File: src/rtl/rsq_pkg.sv
// Package: shared types and helpers for the restart sequencer.
// Assumes a fixed four-step walk; the step number doubles as strobe index.
package rsq_pkg;

    localparam int NUM_STEPS = 4;
    localparam int STEP_W    = 2;

    typedef enum logic [STEP_W-1:0] {
        STEP_RST_ON  = 2'd0,
        STEP_CLK_OFF = 2'd1,
        STEP_RST_OFF = 2'd2,
        STEP_CLK_ON  = 2'd3
    } step_e;

    typedef enum logic [1:0] {
        PH_IDLE  = 2'd0,
        PH_ISSUE = 2'd1,
        PH_POLL  = 2'd2
    } phase_e;

    // Level the status bit must reach to finish a step.
    function automatic logic want_level(step_e s);
        case (s)
            STEP_RST_ON:  want_level = 1'b1;
            STEP_CLK_OFF: want_level = 1'b0;
            STEP_RST_OFF: want_level = 1'b0;
            default:      want_level = 1'b1;
        endcase
    endfunction

    // True when the step is judged on the clock status rather than reset status.
    function automatic logic uses_clk_status(step_e s);
        uses_clk_status = (s == STEP_CLK_OFF) || (s == STEP_CLK_ON);
    endfunction

endpackage

File: src/rtl/rsq_poll_timer.sv
// Poll timer: counts status samples within one step.
// Holds at zero while run_i is low, so it reloads on every step entry.
// expired_o flags the final permitted sample (count == LIMIT-1).
module rsq_poll_timer #(
    parameter int LIMIT = 1000000
) (
    input  logic clk,
    input  logic rst_n,
    input  logic run_i,
    output logic expired_o
);
    localparam int CNT_W = (LIMIT > 1) ? $clog2(LIMIT) : 1;
    localparam logic [CNT_W-1:0] LAST = CNT_W'(LIMIT - 1);

    logic [CNT_W-1:0] cnt_q;

    // Sample counter: cleared when not polling, saturates at the last sample.
    always_ff @(posedge clk) begin
        if (!rst_n) begin
            cnt_q <= '0;
        end else if (!run_i) begin
            cnt_q <= '0;
        end else if (cnt_q != LAST) begin
            cnt_q <= cnt_q + 1'b1;
        end
    end

    assign expired_o = run_i && (cnt_q == LAST);

    // Counter never passes the last permitted sample.
    assert_count_bound_R4: assert property (@(posedge clk) disable iff (!rst_n)
        cnt_q <= LAST);

    // Counter restarts from zero whenever a step is not being polled.
    assert_count_reload_R4: assert property (@(posedge clk) disable iff (!rst_n)
        !run_i |=> (cnt_q == '0));

endmodule

File: src/rtl/rsq_status_check.sv
// Status check: selects the status bit that belongs to the current step
// and compares it with the level that step expects.
// Purely combinational; inputs are assumed already synchronous to clk.
module rsq_status_check
    import rsq_pkg::*;
(
    input  step_e step_i,
    input  logic  rst_stat_i,
    input  logic  clk_stat_i,
    output logic  match_o
);
    logic sel_bit;

    // Pick the status bit and test it against the expected level.
    always_comb begin
        sel_bit = uses_clk_status(step_i) ? clk_stat_i : rst_stat_i;
        match_o = (sel_bit == want_level(step_i));
    end

endmodule

File: src/rtl/rsq_strobe_decode.sv
// Strobe decoder: turns (issue phase, step) into one-hot one-cycle strobes.
// Assumes the issue phase lasts exactly one cycle per step.
module rsq_strobe_decode
    import rsq_pkg::*;
#(
    parameter int N = NUM_STEPS
) (
    input  logic              clk,
    input  logic              rst_n,
    input  logic              issue_i,
    input  logic [STEP_W-1:0] step_i,
    output logic [N-1:0]      strobe_o
);
    genvar gi;
    generate
        for (gi = 0; gi < N; gi++) begin : g_strobe
            // One strobe per step, live only in that step's issue cycle.
            assign strobe_o[gi] = issue_i && (step_i == STEP_W'(gi));
        end
    endgenerate

    // Never two control actions in the same cycle.
    assert_strobe_onehot_R2: assert property (@(posedge clk) disable iff (!rst_n)
        $onehot0(strobe_o));

    // Every strobe is a single-cycle pulse.
    assert_strobe_pulse_R2: assert property (@(posedge clk) disable iff (!rst_n)
        (strobe_o != '0) |=> (strobe_o == '0));

endmodule

File: src/rtl/rsq_fsm.sv
// Sequencer FSM: idle -> (issue -> poll) x4 -> idle.
// Advances on a status match, aborts on timer expiry with the step recorded.
// Assumes match_i and expired_i are valid only while in the poll phase.
module rsq_fsm
    import rsq_pkg::*;
(
    input  logic        clk,
    input  logic        rst_n,
    input  logic        start_i,
    input  logic        match_i,
    input  logic        expired_i,
    output step_e       step_o,
    output logic        issue_o,
    output logic        poll_o,
    output logic        busy_o,
    output logic        done_o,
    output logic        err_o,
    output logic [1:0]  err_step_o
);
    phase_e phase_q;
    step_e  step_q;
    logic   done_q, err_q;
    logic [1:0] err_step_q;

    // Main sequencing: step walk, completion pulse and sticky error.
    always_ff @(posedge clk) begin
        if (!rst_n) begin
            phase_q    <= PH_IDLE;
            step_q     <= STEP_RST_ON;
            done_q     <= 1'b0;
            err_q      <= 1'b0;
            err_step_q <= 2'd0;
        end else begin
            done_q <= 1'b0;
            case (phase_q)
                PH_IDLE: begin
                    if (start_i) begin
                        phase_q    <= PH_ISSUE;
                        step_q     <= STEP_RST_ON;
                        err_q      <= 1'b0;
                        err_step_q <= 2'd0;
                    end
                end
                PH_ISSUE: phase_q <= PH_POLL;
                PH_POLL: begin
                    if (match_i) begin
                        if (step_q == STEP_CLK_ON) begin
                            phase_q <= PH_IDLE;
                            done_q  <= 1'b1;
                        end else begin
                            step_q  <= step_e'(step_q + 2'd1);
                            phase_q <= PH_ISSUE;
                        end
                    end else if (expired_i) begin
                        phase_q    <= PH_IDLE;
                        err_q      <= 1'b1;
                        err_step_q <= step_q;
                    end
                end
                default: phase_q <= PH_IDLE;
            endcase
        end
    end

    assign step_o     = step_q;
    assign issue_o    = (phase_q == PH_ISSUE);
    assign poll_o     = (phase_q == PH_POLL);
    assign busy_o     = (phase_q != PH_IDLE);
    assign done_o     = done_q;
    assign err_o      = err_q;
    assign err_step_o = err_step_q;

    // Done is a single pulse, only when idle again and without error.
    assert_done_pulse_R6: assert property (@(posedge clk) disable iff (!rst_n)
        done_o |=> !done_o);
    assert_done_clean_R6: assert property (@(posedge clk) disable iff (!rst_n)
        done_o |-> (!busy_o && !err_o));

    // An unmatched final sample aborts the walk with the error raised.
    assert_timeout_abort_R5: assert property (@(posedge clk) disable iff (!rst_n)
        (poll_o && !match_i && expired_i) |=> (err_o && !busy_o));

    // Error and its step index hold until a new trigger is taken.
    assert_err_hold_R8: assert property (@(posedge clk) disable iff (!rst_n)
        (err_o && !start_i) |=> (err_o && $stable(err_step_o)));

    // A trigger while busy never re-enters the first step.
    assert_no_restart_R7: assert property (@(posedge clk) disable iff (!rst_n)
        (busy_o && start_i) |=> !(issue_o && step_o == STEP_RST_ON));

endmodule

File: src/rtl/periph_restart_seq.sv
// Top: peripheral reset-and-restart sequencer.
// Issues reset-request, clock-off, reset-release and clock-on strobes in turn,
// polling the matching status bit after each for up to POLL_LIMIT samples.
// Assumes status inputs are synchronous to clk.
module periph_restart_seq
    import rsq_pkg::*;
#(
    parameter int POLL_LIMIT = 1000000
) (
    input  logic       clk,
    input  logic       rst_n,
    input  logic       start_i,
    input  logic       rst_stat_i,
    input  logic       clk_stat_i,
    output logic       rst_req_o,
    output logic       clk_off_o,
    output logic       rst_rel_o,
    output logic       clk_on_o,
    output logic       busy_o,
    output logic       done_o,
    output logic       err_o,
    output logic [1:0] err_step_o
);
    step_e                step;
    logic                 issue, poll, match, expired;
    logic [NUM_STEPS-1:0] strobes;

    rsq_fsm u_fsm (
        .clk        (clk),
        .rst_n      (rst_n),
        .start_i    (start_i),
        .match_i    (match),
        .expired_i  (expired),
        .step_o     (step),
        .issue_o    (issue),
        .poll_o     (poll),
        .busy_o     (busy_o),
        .done_o     (done_o),
        .err_o      (err_o),
        .err_step_o (err_step_o)
    );

    rsq_poll_timer #(.LIMIT(POLL_LIMIT)) u_timer (
        .clk       (clk),
        .rst_n     (rst_n),
        .run_i     (poll),
        .expired_o (expired)
    );

    rsq_status_check u_check (
        .step_i     (step),
        .rst_stat_i (rst_stat_i),
        .clk_stat_i (clk_stat_i),
        .match_o    (match)
    );

    rsq_strobe_decode #(.N(NUM_STEPS)) u_strobe (
        .clk      (clk),
        .rst_n    (rst_n),
        .issue_i  (issue),
        .step_i   (step),
        .strobe_o (strobes)
    );

    assign rst_req_o = strobes[STEP_RST_ON];
    assign clk_off_o = strobes[STEP_CLK_OFF];
    assign rst_rel_o = strobes[STEP_RST_OFF];
    assign clk_on_o  = strobes[STEP_CLK_ON];

endmodule

File: config.mk
export PLATFORM = sky130hd
export DESIGN_NAME = periph_restart_seq
export DESIGN_NICKNAME = d
export VERILOG_FILES = /design/src/rtl/rsq_pkg.sv /design/src/rtl/rsq_poll_timer.sv /design/src/rtl/rsq_status_check.sv /design/src/rtl/rsq_strobe_decode.sv /design/src/rtl/rsq_fsm.sv /design/src/rtl/periph_restart_seq.sv
export SDC_FILE = /design/constraint.sdc
export NUM_CORES = 1
export LEC_CHECK = 0
export CAP_MARGIN = 20
export CORE_MARGIN = 4
export CORE_UTILIZATION = 59
export DETAILED_ROUTE_END_ITERATION = 12
export GPL_TIMING_DRIVEN = 0
export MAX_ROUTING_LAYER = met4
export PLACE_DENSITY = 0.86
export REMOVE_ABC_BUFFERS = 1
export SETUP_SLACK_MARGIN = 0.05
export SKIP_CTS_REPAIR_TIMING = 1
export SYNTH_ARGS = -nofsm -noshare
export SYNTH_HDL_FRONTEND = slang
export SYNTH_SLANG_ARGS = --single-unit
export TNS_END_PERCENT = 1
File: constraint.sdc
create_clock -name clk -period 4.71 [get_ports clk]
set_clock_uncertainty 0.1 [all_clocks]
set_input_delay 1.413 -clock clk [delete_from_list [all_inputs] [get_ports clk]]
set_output_delay 1.413 -clock clk [all_outputs]
set_load 0.005 [all_outputs]
# [After elaboration in Yosys (flattened, before gate mapping)]
# Cells that the tools add are included.
[totals] ff_bits=28 latch_bits=0 mem_bits_rw=0 rom_bits=0 input_bits=5 word_cells=57 mem_count=0
[op_classes] n_addsub=2 n_mul=0 div=0 n_lt_le_gt_ge=0 n_eq_ne=14 shift=0 muxes=19 bitwise_logic=0 n_reduce_logical=16
[op_table] op="adder 20 x 1 -> 20 bit, second input constant" n=1
[op_table] op="equality test 20 bit, second input constant" n=1
[op_table] op="!= test 20 bit, second input constant" n=1
[op_table] op="two-way mux 2 bit" n=8
[op_table] op="!= test 2 bit, second input constant" n=5
[op_table] op="case mux 2 bit (2 select lines)" n=2
[op_table] op="AND reduction 4 bit" n=2
[op_table] op="two-way mux 1 bit" n=7
[op_table] op="equality test 2 bit, second input constant" n=3
[op_table] op="case mux 2 bit (3 select lines)" n=1
[op_table] op="logical AND 1 bit" n=5
[op_table] op="equality test 2 x 1 -> 1 bit, second input constant" n=2
[op_table] op="logical NOT 2 bit" n=2
[op_table] op="AND reduction 2 bit" n=2
[op_table] op="nonzero test 2 bit" n=2
[op_table] op="!= test 3 bit, second input constant" n=1
[op_table] op="AND reduction 3 bit" n=1
[op_table] op="adder 2 x 1 -> 2 bit, second input constant" n=1
[op_table] op="case mux 1 bit (2 select lines)" n=1
[op_table] op="OR reduction 2 bit" n=1
[op_table] op="equality test 1 bit" n=1
[op_table] op="logical OR 1 bit" n=1

# [Logic depth before layout (Yosys ltp)]
# Gate-level depths: netlist of run 1.
[logic_depth] word_depth=6 depth_mapped=7 ltp_nobuf=7

# [Hierarchy]
# Synthesis of run 1 repeated with hierarchy kept, for this count alone.
[unflattened] cells_unflattened=159 area_unflattened_um2=1421.4
[modules_own_cells] mod="rsq_poll_timer" n_inst=1 cells_per_inst=112 area_per_inst_um2=980.9 seq_area_each_um2=400.4
[modules_own_cells] mod="rsq_fsm" n_inst=1 cells_per_inst=37 area_per_inst_um2=351.6 seq_area_each_um2=160.2
[modules_own_cells] mod="rsq_status_check" n_inst=1 cells_per_inst=6 area_per_inst_um2=51.3 seq_area_each_um2=0.0
[modules_own_cells] mod="rsq_strobe_decode" n_inst=1 cells_per_inst=4 area_per_inst_um2=37.5 seq_area_each_um2=0.0

# [Worst setup path before layout of run 1]
# No wires, ideal clock.
[synth_path] path_kind="input-to-reg" from="input port rst_stat_i" to="register u_fsm.err_step_q[0] (netlist: u_fsm.err_step_o[0])" setup_ns=0.072 arrival_ns=2.480 slack_ns=2.059 stages=5 path_buffers=0 cell_sequence="or3_1 > a211oi_1 > nor2_1 > nor4_4 > mux2i_1"
[synth_between] elab_chain_len=4
[synth_lines] item="start, declared" line="periph_restart_seq.sv:13" text="input logic rst_stat_i,"
[synth_lines] item="two-way mux 1 bit" line="rsq_status_check.sv:16" text="sel_bit = uses_clk_status(step_i) ? clk_stat_i : rst_stat_i;"
[synth_lines] item="equality test 1 bit" line="rsq_status_check.sv:17" text="match_o = (sel_bit == want_level(step_i));"
[synth_lines] item="!= test 2 bit (no source line)"
[synth_lines] item="AND reduction 4 bit (no source line)"
[synth_lines] item="end signal, assigned" line="rsq_fsm.sv:57" text="err_step_q <= step_q;"
[synth_lines] item="end, declared" line="rsq_fsm.sv:23" text="logic [1:0] err_step_q;"
# No other way between the ends.
# A chain may end at the register's enable or synchronous reset.

# [Final worst setup path of run 1]
[layout_path] from="register u_fsm.phase_q[0]" to="output port clk_on_o"
[layout_between] elab_chain_len=2
[layout_lines] item="start, declared" line="rsq_fsm.sv:20" text="phase_e phase_q;"
[layout_lines] item="start signal, assigned" line="rsq_fsm.sv:28" text="phase_q <= PH_IDLE;"
[layout_lines] item="start signal, assigned" line="rsq_fsm.sv:38" text="phase_q <= PH_ISSUE;"
[layout_lines] item="start signal, assigned" line="rsq_fsm.sv:44" text="PH_ISSUE: phase_q <= PH_POLL;"
[layout_lines] item="equality test 2 x 1 -> 1 bit" line="rsq_fsm.sv:66" text="assign issue_o = (phase_q == PH_ISSUE);"
[layout_lines] item="logical AND 1 bit" line="rsq_strobe_decode.sv:18" text="assign strobe_o[gi] = issue_i && (step_i == STEP_W'(gi));"
[layout_lines] item="end, declared" line="periph_restart_seq.sv:18" text="output logic clk_on_o,"
# No other way between the ends.

==> out/summary.txt, run 1 <==
WORST SETUP PATH
----------------------------------------------------------------------------------------
CP startpoint                                                               u_fsm.phase_q[0]
Peak fanout along the critical path                                                    5
CP peak stage delay                                                               490 ps
Cell breakdown of the critical path                                         nor2b_1 -> and2_1 -> clkdlybuf4s50_1
WS Path Type                                                                     reg2out
Crit Reg-Reg Endpoint                                                       u_fsm.err_step_o[1]
CP required                                                                      3200 ps
Minimum setup slack among reg-to-reg paths                                       2590 ps
Buffers and inverters on the worst path                                                1
Number of cells on the worst reg-to-reg path                                           7
Worst setup EP type                                                           output pin
Cell at the slowest stage of the critical path                              sky130_fd_sc_hd__clkdlybuf4s50_1
Category of cells accounting for the largest share of critical-path delay   simple AND/OR/NAND/NOR gates
Kind of start point of the critical path                                            flop
Launch point of the worst reg-to-reg path                                   u_fsm.step_o[1]
Data arrival time of the worst path                                              1700 ps

STA
----------------------------------------------------------------------------------------
Number of hold-slack violations in the final timing report                             0
Final worst path period share                                                     68.23%
Worst slew margin                                                                 58.63%
Maximum achievable frequency                                                   311.2 MHz
Actual transition at the worst max-transition pin                               619.1 ps
Final slew viol count                                                                  0
Fin Setup TNS                                                                       0 ps
Unrepaired setup endpoints after global routing                                       no
Crit path time final                                                             3213 ps
Count of endpoints failing setup in the final report                                   0

FLOORPLANNING
----------------------------------------------------------------------------------------
Number of rows created at floorplan                                                   17
Area of the core region                                                       2212 sq um
IO Pins                                                                               14
Die boundary height                                                         56.41 microns
Area enclosed by the die boundary                                             3182 sq um
Initial cell density of the core                                                  62.50%
Horiz. Die Dim                                                              56.41 microns

DRT
----------------------------------------------------------------------------------------
Detailed Route WL                                                           2724 microns
Routed length per placed instance                                           13.62 microns
Total number of vias                                                                1135
Via/cell ratio                                                                     5.675
DRC                                                                                    0
TritonRoute pass-1 iters                                                               4
Antenna viol nets, final                                                               0
Detailed router's first-iteration violation count                                     23

PLACEMENT
----------------------------------------------------------------------------------------
Detail Placement HPWL                                                       2054 microns
Count of buffers from port buffering                                                  13
Number of placed instances with taps included                                        197
Post-placement cell area                                                      1540 sq um
Final weighted congestion of routability-driven global placement                  0.7736

GLOBAL ROUTE
----------------------------------------------------------------------------------------
Total track usage                                                                 19.42%
Met3 Track Usage GR                                                               3.678%
Global-route wire length before repair                                      4740 microns
GRT Max-Usage Layer                                                                 met2
Via count of the first global-routing pass                                          1134
Maximum number of pins on one net before global-route repair                          19
Total congestion overflow after global routing                                         0
Number of antenna violations at the first check in global routing                      0
Met1 track utilization from global routing                                        20.00%
Met2 track utilization from global routing                                        34.56%

SYNTHESIS
----------------------------------------------------------------------------------------
Summed instance area of the synthesized netlist                               1383 sq um
Post-synth top area share                                                         40.54%
Register bit count reported by yosys                                                  28
Mapped Cells                                                                         158
Yosys top cell by area                                                      sky130_fd_sc_hd__dfxtp_1
Synthesized area divided by synthesized cell count                           8.750 sq um
Share of the yosys chip area belonging to registers                               40.54%
Count of flip-flops with a built-in enable after synthesis                             0
Async S/R FF share, synth                                                             0%
Unique cell type count in the Yosys netlist                                           33
Most instantiated flip-flop cell in the synthesis netlist                   sky130_fd_sc_hd__dfxtp_1
Largest cells by area after synthesis                                       sky130_fd_sc_hd__dfxtp_1 41%, sky130_fd_sc_hd__xnor2_1 7.0%, sky130_fd_sc_hd__nor2_1 4.6%
Yosys warning total                                                                    0

FINISH
----------------------------------------------------------------------------------------
Relative area change from synthesis to final layout                               13.03%
Number of antenna cells inserted                                                       0
Non-filler cells in the finished layout                                              200
Number of nets in the final layout                                                   184
Fraction of layout cells with a size suffix above 1                               5.814%
Cell area after layout                                                        1563 sq um

MIN PATH
----------------------------------------------------------------------------------------
Sink of the worst hold path                                                 u_fsm.err_step_o[1]
Hold wc startpoint                                                          u_fsm.err_step_o[1]
Min-delay worst type                                                             reg2reg
Cell count of the worst hold path                                                      2

POWER AND IR DROP
----------------------------------------------------------------------------------------
Peak ir drop on the vdd network                                              0.0001779 V
Standby leakage power                                                          0.5279 nW
Pwr Density                                                                 232.3 nW/um^2

CLOCK TREE
----------------------------------------------------------------------------------------
Total number of clock tree sinks                                                      28
Worst-case clock buffer depth                                                          2
H-tree levels                                                                          1
Clock buffer count from CTS                                                            3
Clock tree from TritonCTS                                                            yes
Clock root buffer                                                           sky130_fd_sc_hd__clkbuf_4
Clock Pin Slew Worst Setup and Hold Paths                                         130 ps
Clock Latency Late Sink                                                           330 ps

RUN STATUS
----------------------------------------------------------------------------------------
Outcome                                                                     complete, no violations

JOB
----------------------------------------------------------------------------------------
Max-cap violation count                                                                0

[cell families (layout without fill, tap and decap cells)]
kind of cell | after synthesis | after routing | synth area share [%]
AND/OR/NAND/NOR | 76 | 76 | 31.67
adder cells (fa/ha/maj) | 5 | 5 | 4.525
flip-flops | 28 | 28 | 40.54
multiplexers | 4 | 4 | 2.896
XOR/XNOR | 14 | 14 | 8.869
buffers and inverters | 11 | 25 | 2.986
AO/OA/AOI/OAI | 20 | 20 | 8.507
[final cells by class]
type                            instances  area, sq um
Clock buffer                            3        22.52
Fill cell                             196        649.4
Inverter                                9        33.78
Multi-Input combinational cell        119        780.7
Sequential cell                        28        560.5
Tap cell                               28        35.03
Timing Repair Buffer                   13        130.1
[Yosys cell counts, types with 3 or more instances]
cell type	instances
sky130_fd_sc_hd__a21oi_1	4
sky130_fd_sc_hd__a31oi_1	3
sky130_fd_sc_hd__and2_1	7
sky130_fd_sc_hd__and3_1	3
sky130_fd_sc_hd__and4_1	3
sky130_fd_sc_hd__dfxtp_1	28
sky130_fd_sc_hd__ha_1	5
sky130_fd_sc_hd__inv_1	9
sky130_fd_sc_hd__mux2i_1	4
sky130_fd_sc_hd__nand2_1	13
sky130_fd_sc_hd__nand3_1	5
sky130_fd_sc_hd__nor2_1	17
sky130_fd_sc_hd__nor3_1	10
sky130_fd_sc_hd__o21ai_0	7
sky130_fd_sc_hd__or3_1	4
sky130_fd_sc_hd__xnor2_1	11
sky130_fd_sc_hd__xor2_1	3
[power by group]
group	leakage (nW)	total, mW	switching [mW]	internal, mW
clock	0.0138	0.0972	0.0671	0.0300
combinational	0.288	0.0251	0.0130	0.0122
sequential	0.226	0.241	0.00195	0.239
[metal layers]
metal | routed length, microns | vias to the layer above
met5 | 0 | -
met4 | 55 | 0
met3 | 82 | 5
met2 | 1455 | 16
met1 | 1132 | 538
li1 | - | 576
[worst reg2reg max path, stage by stage (launching register included)]
cell and delay, ps:
sky130_fd_sc_hd__dfxtp_1 400, sky130_fd_sc_hd__inv_1 80, sky130_fd_sc_hd__ha_1 230, sky130_fd_sc_hd__or3_1 400
sky130_fd_sc_hd__a211oi_1 240, sky130_fd_sc_hd__nor2_1 130, sky130_fd_sc_hd__nor4_4 260, sky130_fd_sc_hd__mux2i_1 230
[worst max-delay path by stage]
stage / to / slack, ps / depth (start not counted)
2_1_floorplan: u_fsm.err_step_o[0] / 2060 / 5
3_3_place_gp: u_fsm.err_step_o[0] / 1560 / 6
3_5_place_dp: u_fsm.err_step_o[0] / 1470 / 6
4_1_cts: clk_on_o / 1470 / 3
5_1_grt: clk_off_o / 1310 / 3
6_report: clk_on_o / 1500 / 3
[placed cells by master (no fill, tap or decap), drive strengths merged, types with 4 or more instances in the layout]
| cell | synthesis | routed |
|---|---|---|
| nor2 | 17 | 17 |
| ha | 5 | 5 |
| and2 | 7 | 7 |
| nand2 | 13 | 13 |
| or3 | 6 | 6 |
| nand3 | 7 | 7 |
| o21ai | 7 | 7 |
| a21oi | 4 | 4 |
| xnor2 | 11 | 11 |
| dfxtp | 28 | 28 |
| clkdlybuf4s50 | 0 | 13 |
| nor3 | 11 | 11 |
| inv | 9 | 9 |
| mux2i | 4 | 4 |
[sequential cells by signal, summed over array words and instances (netlist names)]
signal            cells
u_fsm.err_o           1
u_fsm.err_step_o      2
u_timer.cnt_q        20
u_fsm.step_o          2
u_fsm.done_o          1
u_fsm.phase_q         2
[metrics by stage]
stage / utilization [%] / hold WS [ps] / total power [mW] / worst slack (ps)
2_1_floorplan: - / 351.1 / 0.2587 / 2059
3_3_place_gp: 69.63 / 345.4 / 0.2691 / 1558
3_5_place_dp: 69.63 / 354.3 / 0.2708 / 1472
4_1_cts: 70.64 / 380.6 / 0.3643 / 1473
5_1_grt: 70.64 / 400.6 / 0.3801 / 1310
6_report: 70.64 / 378.1 / 0.3631 / 1497
(Power assumes the default switching activity.)
==> inputs of run 2 (changes only) <==
Settings changed: CORE_UTILIZATION 59 to 55, PLACE_DENSITY 0.86 to 0.82.
Clock period 4.71 ns to 3.2 ns, I/O delays scaled along.
==> run 2 against run 1 <==
Compared with the run above:
- critical path depth unchanged
- via count decreased by 0.79%
- final area rose by 0.88%
- die area grew 6.2%
- clock power rose by 70%
- highest routed layer unchanged
- critical path type unchanged
==> out/summary.txt, run 2 (synthesis gave the netlist of run 1 again) <==
STA
--------------------------------------------------------------------------------
Worst slew margin                                                         59.99%   was 58.63%
Final worst path period share                                             85.28%
Final slew viol count                                                          0   unchanged
Fin Setup TNS                                                               0 ps   unchanged
Crit path time final                                                     2729 ps
Unrepaired setup endpoints after global routing                               no   unchanged
Final hold slack                                                        378.3 ps   was 378.1 ps
Final worst setup slack                                                 471.0 ps   was 1497 ps
Actual transition at the worst max-transition pin                       598.7 ps   was 619.1 ps
Number of hold-slack violations in the final timing report                     0   unchanged
Count of endpoints failing setup in the final report                           0   unchanged
Maximum achievable frequency                                           366.4 MHz

FINISH
--------------------------------------------------------------------------------
Register name with the most flops                                   u_timer.cnt_q   unchanged
Number of antenna cells inserted                                               0   unchanged
Non-filler cells in the finished layout                                      201   was 200
Finished Core Util                                                        68.63%   was 70.64%
Number of nets in the final layout                                           184   unchanged
Max FFs per register                                                          20   unchanged
Commonest cells after routing, fill and taps aside                  28 x sky130_fd_sc_hd__dfxtp_1, 17 x sky130_fd_sc_hd__nor2_1, 13 x sky130_fd_sc_hd__nand2_1, 13 x sky130_fd_sc_hd__clkdlybuf4s50_1, 11 x sky130_fd_sc_hd__xnor2_1   unchanged
Fraction of layout cells with a size suffix above 1                       6.358%   was 5.814%
Cell area after layout                                                1577 sq um   was 1563 sq um
Commonest non-fill, non-tap cell in the layout                      sky130_fd_sc_hd__dfxtp_1   unchanged
Relative area change from synthesis to final layout                       14.03%   was 13.03%

FLOORPLANNING
--------------------------------------------------------------------------------
Number of rows created at floorplan                                           17   unchanged
Die boundary height                                                 58.14 microns   was 56.41 microns
IO Pins                                                                       14   unchanged
Initial cell density of the core                                          60.19%   was 62.50%
Area of the core region                                               2297 sq um   was 2212 sq um
Area enclosed by the die boundary                                     3380 sq um   was 3182 sq um
Horiz. Die Dim                                                      58.14 microns   was 56.41 microns

RUN STATUS
--------------------------------------------------------------------------------
Outcome                                                             complete, no violations   unchanged

WORST SETUP PATH
--------------------------------------------------------------------------------
Minimum setup slack among reg-to-reg paths                               1130 ps   was 2590 ps
WS Path Type                                                             reg2out   unchanged
Worst setup EP type                                                   output pin   unchanged
CP required                                                              2140 ps   was 3200 ps
Peak fanout along the critical path                                            5   unchanged
Data arrival time of the worst path                                      1670 ps   was 1700 ps
Kind of start point of the critical path                                    flop   unchanged

CLOCK TREE
--------------------------------------------------------------------------------
Worst-case clock buffer depth                                                  2   unchanged
Clock Pin Slew Worst Setup and Hold Paths                                 140 ps   was 130 ps
Clock Latency Late Sink                                                   310 ps   was 330 ps
H-tree levels                                                                  1   unchanged
Total number of clock tree sinks                                              28   unchanged
Clock buffer count from CTS                                                    3   unchanged
Clock root buffer                                                   sky130_fd_sc_hd__clkbuf_4   unchanged
Clock tree from TritonCTS                                                    yes   unchanged

PLACEMENT
--------------------------------------------------------------------------------
Detail Placement HPWL                                               1915 microns   was 2054 microns
Post-placement setup slack                                              446.5 ps   was 1472 ps
Final weighted congestion of routability-driven global placement          0.8464   was 0.7736
Post-placement cell area                                              1540 sq um   unchanged
Number of placed instances with taps included                                197   unchanged
Count of buffers from port buffering                                          13   unchanged

GLOBAL ROUTE
--------------------------------------------------------------------------------
Number of antenna violations at the first check in global routing              0   unchanged
Total congestion overflow after global routing                                 0   unchanged
Maximum number of pins on one net before global-route repair                  19   unchanged
Total track usage                                                         16.94%   was 19.42%
Via count of the first global-routing pass                                  1060   was 1134
Global-route wire length before repair                              4498 microns   was 4740 microns

DRT
--------------------------------------------------------------------------------
DRC                                                                            0   unchanged
Detailed Route WL                                                   2560 microns   was 2724 microns
Detailed router's first-iteration violation count                             24   was 23
Routed length per placed instance                                   12.74 microns   was 13.62 microns
Met3 wirelength from detailed routing                                 93 microns   was 82 microns
WL met2                                                             1259 microns   was 1455 microns
TritonRoute pass-1 iters                                                       4   unchanged
Routed met1 length                                                  1173 microns   was 1132 microns
Via/cell ratio                                                             5.602   was 5.675
Total number of vias                                                        1126   was 1135
Antenna viol nets, final                                                       0   unchanged
Uppermost routed layer                                                      met4   unchanged

POWER AND IR DROP
--------------------------------------------------------------------------------
Peak ir drop on the vdd network                                      0.0002661 V   was 0.0001779 V
Total power after layout                                                554.8 uW   was 363.1 uW
Pwr Density                                                         351.9 nW/um^2   was 232.3 nW/um^2
Standby leakage power                                                  0.5351 nW   was 0.5279 nW

MIN PATH
--------------------------------------------------------------------------------
Min-delay worst type                                                     reg2reg   unchanged

JOB
--------------------------------------------------------------------------------
Max-cap violation count                                                        0   unchanged

==> run 2: cell types whose count changed in the layout (fill, tap and decap cells not counted), sizes merged <==
cell / previous run / this run
clkbuf: 3 / 4
==> run 2: worst max-delay path: stages, from the launching register on <==
cell and delay (ps):
sky130_fd_sc_hd__dfxtp_1 390, sky130_fd_sc_hd__nor2b_1 300, sky130_fd_sc_hd__and2_1 180, sky130_fd_sc_hd__clkdlybuf4s50_1 490
==> run 2: routing by layer <==
layer	vias to the layer above	track usage, %
met5	-	-
met4	0	5.629
met3	4	2.673
met2	18	29.03
met1	530	20.11
li1	574	-
==> run 2: area by class of cell <==
| type | count | area (sq um) |
|---|---|---|
| Multi-Input combinational cell | 119 | 780.7 |
| Inverter | 9 | 33.78 |
| Sequential cell | 28 | 560.5 |
| Fill cell | 180 | 720.7 |
| Clock buffer | 4 | 36.28 |
| Timing Repair Buffer | 13 | 130.1 |
| Tap cell | 28 | 35.03 |
==> run 2: final timing paths <==
path,from,endpoint,depth (start not counted)
setup reg to reg,u_fsm.step_o[1],u_fsm.err_step_o[1],7
hold reg to reg,u_fsm.err_step_o[0],u_fsm.err_step_o[0],2
setup / recovery,u_fsm.phase_q[0],clk_on_o,3
hold / removal,u_fsm.err_step_o[0],u_fsm.err_step_o[0],2
==> run 2: power breakdown <==
part | leakage, nW | switching, mW | total (mW) | internal (mW)
Sequential | 0.226 | 0.00276 | 0.354 | 0.352
Clock | 0.0210 | 0.0960 | 0.165 | 0.0694
Combinational | 0.288 | 0.0172 | 0.0351 | 0.0179
Total | 0.535 | 0.116 | 0.555 | 0.439
